<file path="src/rtl/cmd_fifo_engine.sv">
module cmd_fifo_engine #(
  parameter int DEPTH    = 64,
  parameter int HDR      = 10,
  parameter int AW       = 12,
  parameter int STS_OFS  = 'h018,
  parameter int FIFO_OFS = 'h024
) (
  input  logic          clk,
  input  logic          rst_n,
  input  logic [AW-1:0] bus_addr,
  input  logic          bus_wr,
  input  logic          bus_rd,
  input  logic [7:0]    bus_wdata,
  output logic [7:0]    bus_rdata,
  output logic          cmd_valid,
  output logic [7:0]    cmd_data,
  output logic          cmd_last,
  input  logic          cmd_ready,
  input  logic          rsp_valid,
  input  logic [7:0]    rsp_data,
  output logic          rsp_ready
);
  localparam int CW = $clog2(DEPTH + 1);
  localparam int IW = $clog2(DEPTH);
  localparam logic [CW-1:0] DEPTH_C = CW'(DEPTH);
  localparam logic [CW-1:0] HDR_C   = CW'(HDR);
  localparam logic [AW-1:0] A_STS   = AW'(STS_OFS);
  localparam logic [AW-1:0] A_BC0   = AW'(STS_OFS + 1);
  localparam logic [AW-1:0] A_BC1   = AW'(STS_OFS + 2);
  localparam logic [AW-1:0] A_FIFO  = AW'(FIFO_OFS);

  typedef enum logic [2:0] {S_READY, S_RECV, S_SEND, S_COLLECT, S_DONE} st_t;

  st_t            st;
  logic [CW-1:0]  cnt, ptr, eff;
  logic [31:0]    len32;
  logic           ovf;
  logic [7:0]     mem [DEPTH];

  logic wr_sts, abort, go, wr_fifo, rd_fifo;
  logic need_more, avail, expect_f;
  logic buf_we;
  logic [7:0] buf_wd, sts_byte;
  logic [15:0] burst;

  assign wr_sts  = bus_wr && bus_addr == A_STS;
  assign abort   = wr_sts && bus_wdata[6];
  assign go      = wr_sts && bus_wdata[5] && !bus_wdata[6];
  assign wr_fifo = bus_wr && bus_addr == A_FIFO;
  assign rd_fifo = bus_rd && bus_addr == A_FIFO;

  always_comb begin
    if ((|len32[31:CW]) || len32[CW-1:0] > DEPTH_C) eff = DEPTH_C;
    else if (len32[CW-1:0] < HDR_C)                 eff = HDR_C;
    else                                            eff = len32[CW-1:0];
  end

  assign need_more = (cnt < HDR_C) || (cnt < eff);
  assign avail     = st == S_DONE && ptr < cnt;
  assign expect_f  = st == S_RECV && need_more;

  assign cmd_valid = st == S_SEND;
  assign cmd_data  = mem[ptr[IW-1:0]];
  assign cmd_last  = st == S_SEND && ptr == cnt - CW'(1);
  assign rsp_ready = st == S_COLLECT && need_more;

  assign buf_we = (st == S_READY && wr_fifo) ||
                  (st == S_RECV && wr_fifo && need_more) ||
                  (st == S_COLLECT && rsp_valid && rsp_ready);
  assign buf_wd = (st == S_COLLECT) ? rsp_data : bus_wdata;

  always_ff @(posedge clk)
    if (buf_we) mem[cnt[IW-1:0]] <= buf_wd;

  always_ff @(posedge clk) begin
    if (!rst_n) begin
      st <= S_READY; cnt <= '0; ptr <= '0; len32 <= '0; ovf <= 1'b0;
    end else if (abort) begin
      st <= S_READY; cnt <= '0; ptr <= '0; len32 <= '0; ovf <= 1'b0;
    end else begin
      if (buf_we) begin
        cnt <= cnt + CW'(1);
        if (cnt >= CW'(2) && cnt <= CW'(5)) len32 <= {len32[23:0], buf_wd};
      end
      case (st)
        S_READY:   if (wr_fifo) st <= S_RECV;
        S_RECV: begin
          if (wr_fifo && !need_more) ovf <= 1'b1;
          if (go && !need_more) begin
            st  <= S_SEND;
            ptr <= '0;
          end
        end
        S_SEND:
          if (cmd_ready) begin
            ptr <= ptr + CW'(1);
            if (cmd_last) begin
              st <= S_COLLECT; cnt <= '0; ptr <= '0;
            end
          end
        S_COLLECT:
          if (!need_more) begin
            st  <= S_DONE;
            ptr <= '0;
          end
        S_DONE:    if (rd_fifo && avail) ptr <= ptr + CW'(1);
        default:   st <= S_READY;
      endcase
    end
  end

  always_comb begin
    case (st)
      S_READY: burst = 16'(DEPTH_C);
      S_RECV:  burst = 16'(DEPTH_C - cnt);
      S_DONE:  burst = 16'(cnt - ptr);
      default: burst = 16'd0;
    endcase
  end

  assign sts_byte = {1'b1, st == S_READY, 1'b0, avail, expect_f, ovf, 2'b00};

  always_comb begin
    if (bus_addr == A_STS)       bus_rdata = sts_byte;
    else if (bus_addr == A_BC0)  bus_rdata = burst[7:0];
    else if (bus_addr == A_BC1)  bus_rdata = burst[15:8];
    else if (bus_addr == A_FIFO) bus_rdata = avail ? mem[ptr[IW-1:0]] : 8'hFF;
    else                         bus_rdata = 8'hFF;
  end

  a_r10_abort_ready: assert property (@(posedge clk) disable iff (!rst_n)
    abort |=> (sts_byte[6] && burst == 16'(DEPTH)));

  a_r6_early_go: assert property (@(posedge clk) disable iff (!rst_n)
    (go && expect_f) |=> (st == S_RECV && !cmd_valid));

  a_r5_ovf_sticky: assert property (@(posedge clk) disable iff (!rst_n)
    (ovf && !abort) |=> ovf);

  a_r2_flags_exclusive: assert property (@(posedge clk) disable iff (!rst_n)
    $onehot0({sts_byte[6], avail, expect_f, cmd_valid, rsp_ready}));

  a_r9_pop_count: assert property (@(posedge clk) disable iff (!rst_n)
    (rd_fifo && avail && !abort) |=> burst == $past(burst) - 16'd1);

  a_r3_burst_bound: assert property (@(posedge clk) disable iff (!rst_n)
    burst <= 16'(DEPTH));
endmodule

</file>
<file path="config.mk">
export PLATFORM = sky130hd
export DESIGN_NAME = cmd_fifo_engine
export DESIGN_NICKNAME = d
export VERILOG_FILES = /design/src/rtl/cmd_fifo_engine.sv
export SDC_FILE = /design/constraint.sdc
export NUM_CORES = 1
export LEC_CHECK = 0
export ABC_AREA = 1
export BUFFER_PORTS_ARGS = -buffer_cell sky130_fd_sc_hd__buf_2
export CAP_MARGIN = 5
export CORE_MARGIN = 2
export CORE_UTILIZATION = 55
export DETAILED_ROUTE_END_ITERATION = 16
export PLACE_DENSITY = 0.71
export SKIP_CTS_REPAIR_TIMING = 1
export SLEW_MARGIN = 20
export SYNTH_ARGS = -nofsm -noshare
export SYNTH_HDL_FRONTEND = slang
export SYNTH_SLANG_ARGS = --single-unit
export TNS_END_PERCENT = 10
</file>
<file path="constraint.sdc">
create_clock -name clk -period 3.62 [get_ports clk]
set_input_delay 0 -clock clk [delete_from_list [all_inputs] [get_ports clk]]
set_output_delay 0 -clock clk [all_outputs]
set_load 0.03 [all_outputs]
</file>
# --- Word-level counts from Yosys, hierarchy flattened ---
# Memories as Yosys holds them, arrays and structs flattened. A register that Yosys moved wholly into a read port is not among the register bits.
# Index checks and enable logic that the tools add are counted.
word_totals:
  mem_bits_rw: 512
  out_inout_bits: 19
  elab_cells: 97
  romBits: 0
  regBits: 50
  latchBits: 0
  mem_count: 1
  inputBits: 34
mem_list:
  columns: ["name", "depth", "word_bits", "rd", "rd_clocked_by_memory_dff", "write_ports", "line", "text"]
  rows:
  - ["mem", 64, 8, 1, 1, 1, "38", "logic [7:0] mem [DEPTH];"]
op_classes:
  mul: 0
  n_eq_ne: 15
  n_lt_le_gt_ge: 7
  muxes: 29
  addsub: 5
  reduce_logical: 33
  n_shift: 0
  n_div: 0
  n_bitwise: 2
ops:
  columns: ["cell", "count"]
  rows:
  - ["$mux 7", 11]
  - ["$mux 8", 6]
  - ["$pmux 16 s3", 1]
  - ["$eq 12x5->1 const B", 3]
  - ["$pmux 7 s4", 1]
  - ["$reduce_or 25->1", 1]
  - ["$logic_and 1x1->1", 19]
  - ["$mux 3", 5]
  - ["$pmux 3 s5", 1]
  - ["$add 7x1->7 const B", 2]
  - ["$lt 7x4->1 const B", 2]
  - ["$lt 7x7->1", 2]
  - ["$eq 12x6->1 const B", 1]
  - ["$mux 6", 2]
  - ["$ne 2x1->1 const B", 4]
  - ["$sub 7x7->8", 1]
  - ["$sub 7x7->8 const A", 1]
  - ["$eq 7x7->1", 1]
  - ["$ge 7x2->1 const B", 1]
  - ["$gt 7x7->1 const B", 1]
  - ["$le 7x3->1 const B", 1]
  - ["$sub 7x1->7 const B", 1]
  - ["$eq 3x2->1 const B", 2]
  - ["$reduce_and 6->1", 1]
  - ["12 further kinds", 20]

# --- Logic depth before layout (Yosys ltp) ---
logic_depth:
  word_depth: 12
  depth_mapped: 23
  ltp_nobuf: 23

# --- Worst setup path before layout ---
# No wires, ideal clock.
synth_path:
  kind: "flip-flop to flip-flop"
  from: "register len32[15]"
  to: "memory mem[35][0], enable pin"
  arrival_time_ns: 2.775
  required_time_ns: 3.237
  n_path_buf: 1
  setup_time_ns: 0.383
  slack_ns: 0.462
  stages_incl_launch_ff: 20
  synth_period_minus_slack_ns: 3.158
  path_cell_list: "dfxtp_1 -> nor2_1 -> nand2_1 -> nor2_1 -> nand2_1 -> nor2_1 -> nand2_1 -> inv_1 -> nand2_1 -> ha_1 -> a21oi_1 -> nor2_1 -> a211oi_1 -> nand2_1 -> nand2_4 -> nand3_2 -> nand3_2 -> buf_6 -> nand2_1 -> nor3_1"
synth_between:
  elab_chain_cells: 10
  word_cells_on_any_way: 12
  classes_between: "1 x order compare; 3 x mux; 8 x reduce/logical"
synth_lines:
  columns: ["element", "line", "text"]
  rows:
  - ["start: declaration", "36", "logic [31:0] len32;"]
  - ["start signal: assignment", "83", "if (cnt >= CW'(2) && cnt <= CW'(5)) len32 <= {len32[23:0], buf_wd};"]
  - ["$reduce_or 25->1 (*)", "53", "if ((|len32[31:CW]) || len32[CW-1:0] > DEPTH_C) eff = DEPTH_C;"]
  - ["$logic_or 1x1->1 (*)", "53", null]
  - ["$mux 7 (*)", "53", null]
  - ["$lt 7x7->1 (*)", "58", "assign need_more = (cnt < HDR_C) || (cnt < eff);"]
  - ["$logic_or 1x1->1 (*)", "58", null]
  - ["$logic_and 1x1->1, on equally long branches", "68, 65", null]
  - ["$logic_or 1x1->1 / $logic_and 1x1->1 (equally long branches)", "67, 69", null]
  - ["$logic_or 1x1->1 (*)", "68", "(st == S_RECV && wr_fifo && need_more) ||"]
  - ["$mux 1 (*)", "73", "if (buf_we) mem[cnt[IW-1:0]] <= buf_wd;"]
  - ["$mux 1 (not written as such) (*)", "73", null]
  - ["end: declaration", "38", null]
# Every way passes the cells marked *; elsewhere a longest branch is shown, timed or not.

==> flow_results.org <==
** Worst setup path
- Worst endpoint data arrival time :: 3.53 ns
- Counting stages on the worst path, the most repeated cell is nand2_1.
- On the worst path, the slowest cell contributes a delay of 0.53 ns.
- CP max-delay cell :: dfxtp_4
- Along the worst path, the maximum fanout reaches 79.
- The worst setup path is launched from a flip-flop.
- STA classifies the critical path endpoint as a primary output.
- Worst Path Class, Setup :: reg2out
- Critical path cell sequence :: inv_2 > buf_12 > o21ai_0 > o22ai_1 > o21ai_0 > o21ai_0 > nand2_1 > nand2_1 > nand2_1 > nand3_1 > nand3_1 > nand2_1 > nand2_1 > inv_1 > buf_2
- The cell family contributing the most delay on the critical path is compound AO/OA/AOI/OAI gates.
- Together, buffers and inverters on the worst path number 4.
- Critical path required time :: 3.62 ns

** Global routing
- Global Route Usage Sum :: 27.2%
- The number of antenna violations at the first check in global routing was 1.
- For this run the aggregate overflow at the end of global routing stands at 0.
- The via count of the first global-routing pass was about 17000.
- Maximum number of pins on one net before global-route repair :: 80
- The first global-routing pass estimated between 90 and 100 mm of wire.

** Clock network
- In this run, CTS created clock tree buffers numbering 54.
- For this design, the sink count on the clock tree is 568.
- Clock latency at the later pin of the worst-skew pair :: 0.60 ns
- CTS built an H-tree with a depth of 2.
- TritonCTS clock tree :: yes
- Clock-pin slew was measured on the worst setup and hold paths at roughly 0.060 ns.
- Largest buffer count on any clock path :: 3
- The tree is rooted in a clkbuf_16.

** Logic synthesis
- Counting flops and latches in the post-synthesis netlist gives 568.
- Post-synth ARST share :: 0%
- Total of warnings raised by yosys :: 0
- The synthesized design contains 512 enable-type register cells.
- Dominant register cell in the synthesized netlist :: edfxtp_1
- Counting every instance in the synthesized netlist gives 2246.
- Netlist cell types :: around 50
- Synthesized netlist net count :: 2298
- Area of the mapped netlist :: around 24000 sq um
- Each instance of the synthesized netlist takes up on average between 10 and 15 sq um.
- Summing the sequential cell areas from Yosys gives between 60% and 70% of the chip area.

** Finish
- Fill cell total of the finished layout :: roughly 3500
- Fin area :: between 20000 and 30000 sq um
- The post-route netlist has 13.4% of its cells at a drive strength greater than 1.
- Cells fill a little over three fifths of the core in the end.
- Synth-to-layout area growth :: 13.4%
- Most common cell after layout, fill and taps aside :: edfxtp_1
- The library cells used most frequently in the layout, excluding fill and tap cells, are edfxtp_1 (512), nor2_1 (446), o21ai_0 (315), nand2_1 (227), o22ai_1 (132).
- In the final design database the tool counted approximately 2400 nets.
- The number of antenna diodes in the final layout is 0.

** Power and ir drop
- Internal power contribution :: between 10 and 15 mW
- Per report_power, the combinational group accounts for 16.4% of the total.
- Leakage power :: 9.81 nW
- Across the VDD grid, the largest voltage drop is 0.000492 V.
- Power per Cell Area :: 541 nW/um^2
- Proportion of total power due to net switching :: 27.7%
- Flop pwr share :: 48.7%
- Net Sw Power :: roughly 4.2 mW
- Of the total power, the clock network draws 34.8%.

** Die
- Core Box Area :: 44100 sq um
- Area of the die :: 46200 sq um
- The initialized floorplan defines 77 standard-cell rows.
- During I/O placement, the number of pins put on the boundary was 53.
- For this configuration, the core starts out at a cell density of 55.5%.
- The die is between 200 and 250 um tall.
- From left edge to right edge, the die measures 215 um.

** Placement
- The congestion estimate from routability-driven global placement came to 0.947.
- Placed standard-cell area :: 25900 sq um
- Final HPWL DP :: approximately 40 mm
- Port Buffers :: 52

** STA
- The count of final max-slew check failures came to 0.
- Worst relative slew slack :: 35.7%
- Number of hold violations in the final report :: 8
- Across the routed clock network, the largest skew measured is 0.00955 ns.
- Unrepaired setup endpoints after global routing :: true
- Setup violations remaining at the end of the flow were counted as 0.
- Final hold analysis gives a worst-case slack of -0.0626 ns.
- Subtracting the final worst setup slack from the clock period gives 3.53 ns.
- Static timing analysis puts the maximum clock frequency at ~280 MHz.
- The final critical path takes up 97.4% of the cycle.
- At the pin with the least slew margin, the transition time is 0.964 ns.

** Routing
- Dividing the detail-routed wire length by the instance count gives 21.2 um.
- Drt via density :: roughly 6.0
- The final layout contains routed wiring with a total length of between 60 and 70 mm.
- The detailed router placed 17920 vias in this run.
- DR pass1 iterations :: 5
- The count of nets left with antenna violations once routing finished came out at 0.
- In this run, the number of DRC markers left after iteration 0 of detailed routing was 2096.
- For this run, design rule violations remaining after detail routing come to 0.

** Outcome
- The checks that failed: hold timing.
- The flow ran to the end, but the final reports show violations.

** Min path
- The min-delay analysis places its worst path in the category in2reg.

** Job
- Max-cap violations in this run came to 0.
## through the flow
step	setup slack (ns)	TNS [ns]	total power, mW	std cells
finish	0.0942	0	15.0	2995
floorplan	0.462	0	8.99	2246
detailed placement	0.0717	0	9.85	2883
global placement	0.150	0	9.81	2883
global route	-0.0206	-0.102	15.5	2995
CTS	-0.00706	-0.0483	15.0	2980
## state kept, by name (all words and copies together) (netlist names), named ones only
| register | count |
|---|---|
| ovf | 1 |
| cnt | 7 |
| ptr | 7 |
| mem | 512 |
| st | 3 |
| len32 | 32 |
## tightest hold or removal path: cells and delay by family
kind	cells	cell delay [ns]
AO/OA/AOI/OAI	1	0.12
buffers and inverters	1	0.07
AND/OR/NAND/NOR	4	0.31
## synth_stat cells, types with 17 or more instances
library cell | count | share of area [%]
edfxtp_1 | 512 | 63
o22ai_1 | 132 | 3.4
o21ai_0 | 315 | 6.4
nand2_1 | 232 | 3.6
nor2_1 | 453 | 6.9
a21oi_1 | 64 | 1.3
o21ai_1 | 18 | 0.37
buf_2 | 41 | 0.84
ha_1 | 17 | 0.87
dfxtp_1 | 56 | 4.6
nand3_1 | 106 | 2.2
inv_1 | 94 | 1.4
clkbuf_1 | 70 | 1.1
## cell type report
cell class | count | area, sq um | share of cell area (%)
Tap cell | 592 | 741 | 2.67
Inverter | 105 | 400 | 1.44
Clock inverter | 24 | 136 | 0.491
Clock buffer | 73 | 1470 | 5.31
Timing Repair Buffer | 190 | 1440 | 5.19
Sequential cell | 568 | 16500 | 59.5
Multi-Input combinational cell | 1443 | 7070 | 25.5
## cells by family (layout without fill, tap and decap cells)
logic type                 count (synthesis)  count (layout)  synth area share [%]
xor gates and xnor gates                  12              12                 0.429
and+or+nand+nor                          851             852                  14.6
AOI/OAI and AO/OA                        561             561                  12.6
adders and majority gates                 18              18                 0.950
buffers and inverters                    236             392                  4.10
DFF                                      568             568                  67.4
## power by group through the flow
| stage | registers [mW] | clock network (mW) | logic, mW |
|---|---|---|---|
| 3_5_place_dp | 7.46 | 0 | 2.38 |
| 6_report | 7.32 | 5.24 | 2.47 |
| 3_3_place_gp | 7.46 | 0 | 2.35 |
| 2_1_floorplan | 7.38 | 0 | 1.61 |
| 5_1_grt | 7.33 | 5.53 | 2.69 |
| 4_1_cts | 7.32 | 5.30 | 2.40 |
## final timing paths
| check | start | end | slack (ns) | cells past startpoint |
|---|---|---|---|---|
| hold reg to reg | len32[29] | len32[29] | 0.48 | 2 |
| hold / removal | bus_wdata[7] | len32[7] | -0.06 | 6 |
| setup reg to reg | len32[23] | mem[1][4] | 0.30 | 20 |
| setup / recovery | flip-flop | bus_rdata[3] | 0.09 | 15 |
## metal layers
metal | vias up | routed length [um] | track usage [%] | share of wire (%)
met5 | - | 12 | 0 | 0.019
met4 | 2 | 2730 | 12.1 | 4.3
met3 | 157 | 6580 | 6.74 | 10
met2 | 955 | 29200 | 42.6 | 46
met1 | 8575 | 25000 | 36.3 | 39
li1 | 8231 | - | - | -
(Power assumes the default switching activity.)
